File: config.mk
export PLATFORM = sky130hd
export DESIGN_NAME = pvdev_common_regs
export DESIGN_NICKNAME = d
export VERILOG_FILES = /design/src/rtl/pvcfg_pkg.sv /design/src/rtl/pvcfg_feature_win.sv /design/src/rtl/pvcfg_queue_bank.sv /design/src/rtl/pvdev_common_regs.sv
export SDC_FILE = /design/constraint.sdc
export NUM_CORES = 2
export LEC_CHECK = 0
export ABC_AREA = 1
export BUFFER_PORTS_ARGS = -buffer_cell sky130_fd_sc_hd__buf_2
export CAP_MARGIN = 20
export CORE_AREA = 5 5 724 726
export CTS_CLUSTER_DIAMETER = 100
export DETAILED_ROUTE_END_ITERATION = 12
export DIE_AREA = 0 0 729 731
export MAX_ROUTING_LAYER = met4
export PLACE_DENSITY = 0.44
export REMOVE_ABC_BUFFERS = 1
export SLEW_MARGIN = 40
export SYNTH_ARGS = -nofsm -noshare
export SYNTH_HDL_FRONTEND = slang
export SYNTH_HIERARCHICAL = 1
export SYNTH_SLANG_ARGS = --single-unit
File: constraint.sdc
create_clock -name clk -period 4.7 [get_ports clk]
set_input_delay 0.235 -clock clk [delete_from_list [all_inputs] [get_ports clk]]
set_output_delay 0.235 -clock clk [all_outputs]
set_load 0.1 [all_outputs]
File: src/rtl/pvcfg_pkg.sv
package pvcfg_pkg;
  localparam int DW = 32;
  localparam int FIELD_W = 16;
  // word map
  localparam int W_DFSEL = 0;
  localparam int W_DFEAT = 1;
  localparam int W_GFSEL = 2;
  localparam int W_GFEAT = 3;
  localparam int W_CFGV = 4;
  localparam int W_STAT = 5;
  localparam int W_QSZV = 6;
  localparam int W_QENN = 7;
  localparam int W_RING0 = 8;
  localparam int W_RINGN = 13;
  localparam logic [15:0] NO_VEC = 16'hFFFF;
  localparam logic [15:0] VEC_LIM = 16'h07FF;

  function automatic logic [15:0] vec_clamp(input logic [15:0] v);
    return (v <= VEC_LIM) ? v : NO_VEC;
  endfunction

  function automatic logic size_ok(input logic [15:0] v, input int unsigned maxv);
    return (v == 16'd0) || ((32'(v) <= maxv) && ((v & (v - 16'd1)) == 16'd0));
  endfunction
endpackage

File: src/rtl/pvcfg_feature_win.sv
module pvcfg_feature_win #(
  parameter int NWIN = 2
) (
  input  logic                 clk,
  input  logic                 clr_sel,
  input  logic                 clr_feat,
  input  logic                 wr_dsel,
  input  logic                 wr_gsel,
  input  logic                 wr_gfeat,
  input  logic [31:0]          wdata,
  input  logic [NWIN*32-1:0]   dev_feat_i,
  output logic [31:0]          dsel_o,
  output logic [31:0]          gsel_o,
  output logic [31:0]          dev_win_o,
  output logic [31:0]          drv_win_o,
  output logic [NWIN*32-1:0]   drv_feat_o
);
  logic [31:0] dsel_q, gsel_q;
  logic [31:0] acc_q [NWIN];

  always_ff @(posedge clk) begin
    if (clr_sel) begin
      dsel_q <= '0;
      gsel_q <= '0;
    end else begin
      if (wr_dsel) dsel_q <= wdata;
      if (wr_gsel) gsel_q <= wdata;
    end
  end

  always_ff @(posedge clk) begin
    for (int w = 0; w < NWIN; w++) begin
      if (clr_feat) acc_q[w] <= '0;
      else if (wr_gfeat && gsel_q == 32'(w)) acc_q[w] <= wdata;
    end
  end

  always_comb begin
    dev_win_o = '0;
    drv_win_o = '0;
    for (int w = 0; w < NWIN; w++) begin
      if (dsel_q == 32'(w)) dev_win_o = dev_feat_i[w*32 +: 32];
      if (gsel_q == 32'(w)) drv_win_o = acc_q[w];
    end
  end

  genvar g;
  generate
    for (g = 0; g < NWIN; g++) begin : g_flat
      assign drv_feat_o[g*32 +: 32] = acc_q[g];
    end
  endgenerate

  assign dsel_o = dsel_q;
  assign gsel_o = gsel_q;
endmodule

File: src/rtl/pvcfg_queue_bank.sv
module pvcfg_queue_bank
  import pvcfg_pkg::*;
#(
  parameter int NQ = 8,
  parameter int QMAX = 256
) (
  input  logic              clk,
  input  logic              clr,
  input  logic [15:0]       sel,
  input  logic              wr_size,
  input  logic              wr_vec,
  input  logic              wr_en,
  input  logic              wr_ring,
  input  logic [2:0]        ring_word,
  input  logic [31:0]       wdata,
  output logic [15:0]       rd_size,
  output logic [15:0]       rd_vec,
  output logic              rd_en,
  output logic [15:0]       rd_notify,
  output logic [31:0]       rd_ring,
  output logic [NQ*16-1:0]  q_size_o,
  output logic [NQ-1:0]     q_enable_o,
  output logic [NQ*64-1:0]  q_desc_o,
  output logic [NQ*64-1:0]  q_avail_o,
  output logic [NQ*64-1:0]  q_used_o
);
  localparam int IW = (NQ > 1) ? $clog2(NQ) : 1;
  localparam int NRING = 3;

  logic [15:0] size_q [NQ];
  logic [15:0] vec_q  [NQ];
  logic        en_q   [NQ];
  logic [63:0] ring_q [NQ][NRING];

  logic          sel_ok;
  logic [IW-1:0] idx;
  logic [1:0]    ring_sel;

  assign sel_ok   = (sel < 16'(NQ));
  assign idx      = sel[IW-1:0];
  assign ring_sel = ring_word[2:1];

  always_ff @(posedge clk) begin
    for (int q = 0; q < NQ; q++) begin
      if (clr) begin
        size_q[q] <= 16'(QMAX);
        vec_q[q]  <= NO_VEC;
        en_q[q]   <= 1'b0;
        for (int r = 0; r < NRING; r++) ring_q[q][r] <= '0;
      end else if (sel == 16'(q)) begin
        if (wr_size && size_ok(wdata[15:0], QMAX)) size_q[q] <= wdata[15:0];
        if (wr_vec) vec_q[q] <= vec_clamp(wdata[31:16]);
        if (wr_en)  en_q[q]  <= wdata[0];
        for (int r = 0; r < NRING; r++) begin
          if (wr_ring && ring_sel == 2'(r)) begin
            if (ring_word[0]) ring_q[q][r][63:32] <= wdata;
            else              ring_q[q][r][31:0]  <= wdata;
          end
        end
      end
    end
  end

  always_comb begin
    rd_size   = '0;
    rd_vec    = '0;
    rd_en     = 1'b0;
    rd_notify = '0;
    rd_ring   = '0;
    if (sel_ok) begin
      rd_size   = size_q[idx];
      rd_vec    = vec_q[idx];
      rd_en     = en_q[idx];
      rd_notify = sel;
      if (ring_sel < 2'(NRING))
        rd_ring = ring_word[0] ? ring_q[idx][ring_sel][63:32] : ring_q[idx][ring_sel][31:0];
    end
  end

  genvar g;
  generate
    for (g = 0; g < NQ; g++) begin : g_out
      assign q_size_o[g*16 +: 16] = size_q[g];
      assign q_enable_o[g]        = en_q[g];
      assign q_desc_o[g*64 +: 64]  = ring_q[g][0];
      assign q_avail_o[g*64 +: 64] = ring_q[g][1];
      assign q_used_o[g*64 +: 64]  = ring_q[g][2];
    end
  endgenerate
endmodule

File: src/rtl/pvdev_common_regs.sv
module pvdev_common_regs
  import pvcfg_pkg::*;
#(
  parameter int NQ = 8,
  parameter int QMAX = 256,
  parameter int ADDR_W = 4
) (
  input  logic              clk,
  input  logic              rst,
  input  logic [ADDR_W-1:0] bus_addr,
  input  logic              bus_wr,
  input  logic              bus_rd,
  input  logic [3:0]        bus_be,
  input  logic [31:0]       bus_wdata,
  output logic [31:0]       bus_rdata,
  input  logic [63:0]       dev_feat_i,
  output logic [63:0]       drv_features_o,
  output logic [7:0]        dev_status_o,
  output logic              soft_reset_o,
  output logic [NQ*16-1:0]  q_size_o,
  output logic [NQ-1:0]     q_enable_o,
  output logic [NQ*64-1:0]  q_desc_o,
  output logic [NQ*64-1:0]  q_avail_o,
  output logic [NQ*64-1:0]  q_used_o
);
  localparam logic [15:0] NQ16 = 16'(NQ);

  logic lo16, hi16, full32;
  logic at_dfsel, at_gfsel, at_gfeat, at_cfgv, at_stat, at_qszv, at_qenn, at_ring;
  logic status_zero, clr_all;
  logic [15:0] cfgv_q, qsel_q;
  logic [7:0]  status_q;
  logic [2:0]  ring_word;
  logic [31:0] dsel, gsel, dev_win, drv_win, rd_ring, rd_mux;
  logic [15:0] rd_size, rd_vec, rd_notify;
  logic        rd_en;

  assign lo16   = &bus_be[1:0];
  assign hi16   = &bus_be[3:2];
  assign full32 = &bus_be;

  assign at_dfsel = bus_wr && bus_addr == ADDR_W'(W_DFSEL);
  assign at_gfsel = bus_wr && bus_addr == ADDR_W'(W_GFSEL);
  assign at_gfeat = bus_wr && bus_addr == ADDR_W'(W_GFEAT);
  assign at_cfgv  = bus_wr && bus_addr == ADDR_W'(W_CFGV);
  assign at_stat  = bus_wr && bus_addr == ADDR_W'(W_STAT);
  assign at_qszv  = bus_wr && bus_addr == ADDR_W'(W_QSZV);
  assign at_qenn  = bus_wr && bus_addr == ADDR_W'(W_QENN);
  assign at_ring  = bus_wr && bus_addr >= ADDR_W'(W_RING0) && bus_addr <= ADDR_W'(W_RINGN);
  assign ring_word = 3'(bus_addr - ADDR_W'(W_RING0));

  assign status_zero = at_stat && bus_be[0] && bus_wdata[7:0] == 8'h00;
  assign clr_all     = rst || status_zero;

  always_ff @(posedge clk) begin
    if (rst) begin
      status_q     <= '0;
      qsel_q       <= '0;
      soft_reset_o <= 1'b0;
    end else begin
      soft_reset_o <= status_zero;
      if (at_stat && bus_be[0]) status_q <= bus_wdata[7:0];
      if (at_stat && hi16)      qsel_q   <= bus_wdata[31:16];
    end
  end

  always_ff @(posedge clk) begin
    if (clr_all)             cfgv_q <= NO_VEC;
    else if (at_cfgv && lo16) cfgv_q <= vec_clamp(bus_wdata[15:0]);
  end

  pvcfg_feature_win #(.NWIN(2)) u_feat (
    .clk(clk), .clr_sel(rst), .clr_feat(clr_all),
    .wr_dsel(at_dfsel && full32), .wr_gsel(at_gfsel && full32), .wr_gfeat(at_gfeat && full32),
    .wdata(bus_wdata), .dev_feat_i(dev_feat_i),
    .dsel_o(dsel), .gsel_o(gsel), .dev_win_o(dev_win), .drv_win_o(drv_win),
    .drv_feat_o(drv_features_o)
  );

  pvcfg_queue_bank #(.NQ(NQ), .QMAX(QMAX)) u_bank (
    .clk(clk), .clr(clr_all), .sel(qsel_q),
    .wr_size(at_qszv && lo16), .wr_vec(at_qszv && hi16), .wr_en(at_qenn && lo16),
    .wr_ring(at_ring && full32), .ring_word(ring_word), .wdata(bus_wdata),
    .rd_size(rd_size), .rd_vec(rd_vec), .rd_en(rd_en), .rd_notify(rd_notify), .rd_ring(rd_ring),
    .q_size_o(q_size_o), .q_enable_o(q_enable_o),
    .q_desc_o(q_desc_o), .q_avail_o(q_avail_o), .q_used_o(q_used_o)
  );

  always_comb begin
    rd_mux = '0;
    if (bus_addr >= ADDR_W'(W_RING0) && bus_addr <= ADDR_W'(W_RINGN)) rd_mux = rd_ring;
    else begin
      case (int'(bus_addr))
        W_DFSEL: rd_mux = dsel;
        W_DFEAT: rd_mux = dev_win;
        W_GFSEL: rd_mux = gsel;
        W_GFEAT: rd_mux = drv_win;
        W_CFGV:  rd_mux = {NQ16, cfgv_q};
        W_STAT:  rd_mux = {qsel_q, 8'h00, status_q};
        W_QSZV:  rd_mux = {rd_vec, rd_size};
        W_QENN:  rd_mux = {rd_notify, 15'h0, rd_en};
        default: rd_mux = '0;
      endcase
    end
  end

  always_ff @(posedge clk) begin
    if (rst)         bus_rdata <= '0;
    else if (bus_rd) bus_rdata <= rd_mux;
  end

  assign dev_status_o = status_q;
endmodule

==> impl_metrics.yaml <==
status:
  outcome: "complete, no violations"
timing:
  slew_headroom: 0.369
  fmax_mhz: 230
  fin_crit_sh: 0.925
  report.final.slew_viol_count: 0
  tightest_slew_ns: 0.941
  setup_violations: 0
  rsz0062_at_grt: "false"
  fin_tns_setup_ns: 0
  clock_skew_ns: 0.0393
  hold_viol_final: 0
  period_needed_ns: 4.35
  worst_slack_ns: 0.352
worst_setup_path:
  worst-r2r-cell-count: 15
  crit_path_start_kind: "register"
  rr_startpoint: "qsel_q[1]"
  setup.worst_path.end_class: "register"
  path_class: "register to register"
  crit_end: "bus_rdata[25]"
  crit_path_start: "qsel_q[1]"
  reg2reg_to: "bus_rdata[25]"
  crit_required_ns: 5.55
  r2r_slack_ns: 0.35
  arrival_ns: 5.20
  worst-path-max-fanout: 45
global_route:
  grt_max_degree: 84
  grt_usage: 0.260
  antenna_found_initial: 73
  grt_pass1_vias: 77300
  grt_pass1_wl_um: 879000
  grt-ovfl-total: 0
detailed_routing:
  dr.pass1.iters: 6
  wl_um: 707000
  vias: 82000
  drc: 0
  drtAntennaViolNets: 0
  drtIter0Drc: 11500
  routed_via_density: 4.59
  wl_per_cell_um: 39.6
power:
  p_leak_nw: 47.2
  power_mw: 49.3
  peakVddDrop_v: 0.000295
  pwr_density_cell_nw_per_um2: 419
yosys:
  synthXorXnorAreaFrac: 0
  postSynthAreaPerCell_um2: 10.1
  yosys_warnings: 6
  synth_compound_gate_area_share: 0.0538
  synth.area.mux_share: 0
  syn_inst: 8792
  synth_adder_area_share: 0
  netlist-cell-type-count: 35
  syn_area_um2: 88600
  synthSimpleGateAreaFrac: 0.229
  seq_area_frac_synth: 0.663
  synth_seq_cells: 2001
  synth_top_family_by_area: "simple AND/OR/NAND/NOR gates"
clocking:
  clockRootBuffer: "clkbuf_16"
  tritoncts: "built"
  clock_latency_ns: 0.92
  numCtsBuffers: 269
  hold_buffers: 47
  numClockSinks: 2001
  path_clk_slew_ns: 0.06
  cts_setup_buffers: 0
  cts_resized: 0
  cts_max_level: 5
  cts.path.max_buffers: 4
floorplan:
  row_count: 264
  coreArea_um2: 516000
  die_h_um: 731
  start_util: 0.172
  fp.dieW_um: 729
  ios: 1885
  die_area_um2: 533000
finish:
  layout.nets: 10800
  area_growth_pct: 32.6
  fillers: 56500
  final_layout_size_suffix_gt1_frac: 0.264
placed_design:
  portBuffers: 1884
  place.gp.congestion: 0.924
  hpwl_um: 549000
  place_ws_ns: 0.348
flow_run:
  drv_cap: 0
min_path:
  hp-class: "input port to register"
-- worst max-delay path, stage by stage, from the launching register on --
cell and delay [ns]:
dfxtp_1 0.59, inv_1 0.21, nor2_4 0.42, buf_4 0.69
nand2_1 0.26, nand4_1 0.16, nand3_1 0.37, nand3_1 0.51
nand2_1 0.14, a21oi_1 0.16, nand3_1 0.20, nand2_1 0.14
inv_1 0.08, nand3_1 0.08, nand2_1 0.05, inv_1 0.04
-- how the worst min path moves through the flow --
stage | start | end | cells after the start
2_1_floorplan | rst | dev_status_o[0] | 1
3_3_place_gp | cfgv_q[8] | cfgv_q[8] | 2
3_5_place_dp | cfgv_q[8] | cfgv_q[8] | 2
4_1_cts | dev_feat_i[13] | bus_rdata[13] | 9
5_1_grt | bus_be[2] | u_feat/gsel_o[29] | 6
6_report | dev_feat_i[6] | bus_rdata[6] | 9
-- where the power goes --
group | leakage (nW) | total, mW | internal, mW | switching (mW)
sequential | 19.9 | 20.5 | 20.0 | 0.547
combinational | 23.2 | 8.05 | 0.866 | 7.18
clock | 4.12 | 20.7 | 11.7 | 8.96
-- layout by cell type, fill, tap and decap left out, types with 136 or more instances in the layout --
cell type	netlist	layout
clkbuf_16	0	274
nor2_1	2160	2147
inv_1	364	331
dfxtp_1	137	136
buf_2	217	1856
a22oi_1	189	189
nand4_1	301	301
edfxtp_1	1864	1864
nand2_1	1695	1650
buf_4	28	347
nand3_1	629	612
a21oi_1	179	175
-- sequential cells by signal, summed over array words and instances (netlist names) --
name / cells
u_bank/ring_q: 1536
u_bank/vec_q: 128
u_feat/gsel_o: 32
u_bank/en_q: 8
u_feat/dsel_o: 32
bus_rdata: 32
qsel_q: 16
soft_reset_o: 1
dev_status_o: 8
u_feat/acc_q: 64
cfgv_q: 16
u_bank/size_q: 128
-- cell families (layout without fill, tap and decap cells) --
logic type,Yosys count,after routing
compound gates,753,753
other cells,1,97
buf+inv,1150,3193
simple gates,4887,4887
flops,2001,2001
-- layout make-up --
type	instances	area, um2	area share
Antenna cell	28	70.1	0.000597
Clock buffer	338	7130	0.0607
Clock inverter	136	1430	0.0121
Inverter	386	1590	0.0135
Multi-Input combinational cell	5709	25800	0.220
Sequential cell	2001	58700	0.500
Tap cell	6916	8650	0.0737
Timing Repair Buffer	2333	14000	0.120
-- metal layers --
layer,wire length (um),share of wire,GRT usage
met1,274000,0.39,0.311
met2,325000,0.46,0.409
met3,68300,0.097,0.0677
met4,39900,0.056,0.117
met5,0,0,-
-- metrics by stage --
step	utilization	hold slack (ns)	std cells	cell area, um2
floorplan	-	0.304	8096	85500
global placement	0.209	0.456	17300	108000
finish	0.228	0.0825	17800	117000
detailed placement	0.210	0.460	17300	108000
global route	0.228	0.0302	17800	117000
CTS	0.227	0.00500	17800	117000
-- cells in the mapped netlist --
| cell | instances | area [um2] |
|---|---|---|
| nand3_1 | 629 | 3150 |
| a211oi_1 | 84 | 631 |
| buf_2 | 217 | 1090 |
| nor3_4 | 10 | 163 |
| buf_4 | 28 | 210 |
| o221ai_1 | 11 | 96.3 |
| conb_1 | 1 | 3.75 |
| nand4_1 | 301 | 1880 |
| edfxtp_1 | 1864 | 56000 |
| nand3b_1 | 5 | 37.5 |
| o21ai_0 | 118 | 591 |
| nor2_1 | 2160 | 8110 |
| buf_1 | 75 | 282 |
| clkbuf_1 | 428 | 1610 |
| nand2_1 | 1695 | 6360 |
| a21oi_1 | 179 | 896 |
| nor2_2 | 43 | 269 |
| inv_2 | 21 | 78.8 |
| nand3_4 | 2 | 35.0 |
| inv_1 | 364 | 1370 |
| nor3_2 | 7 | 70.1 |
| o211ai_1 | 39 | 293 |
| nand3_2 | 2 | 20.0 |
| clkinv_1 | 1 | 3.75 |
| nor2_4 | 6 | 67.6 |
| dfxtp_1 | 137 | 2740 |
| a22oi_1 | 189 | 1420 |
| o22ai_1 | 129 | 807 |
| a22o_1 | 1 | 8.76 |
| a21oi_2 | 2 | 17.5 |
| o21a_1 | 1 | 7.51 |
| buf_6 | 16 | 180 |
| nand2_2 | 8 | 50.1 |
| nor4_1 | 2 | 12.5 |
| nor3_1 | 17 | 85.1 |
Power figures use the tool's default switching activity.
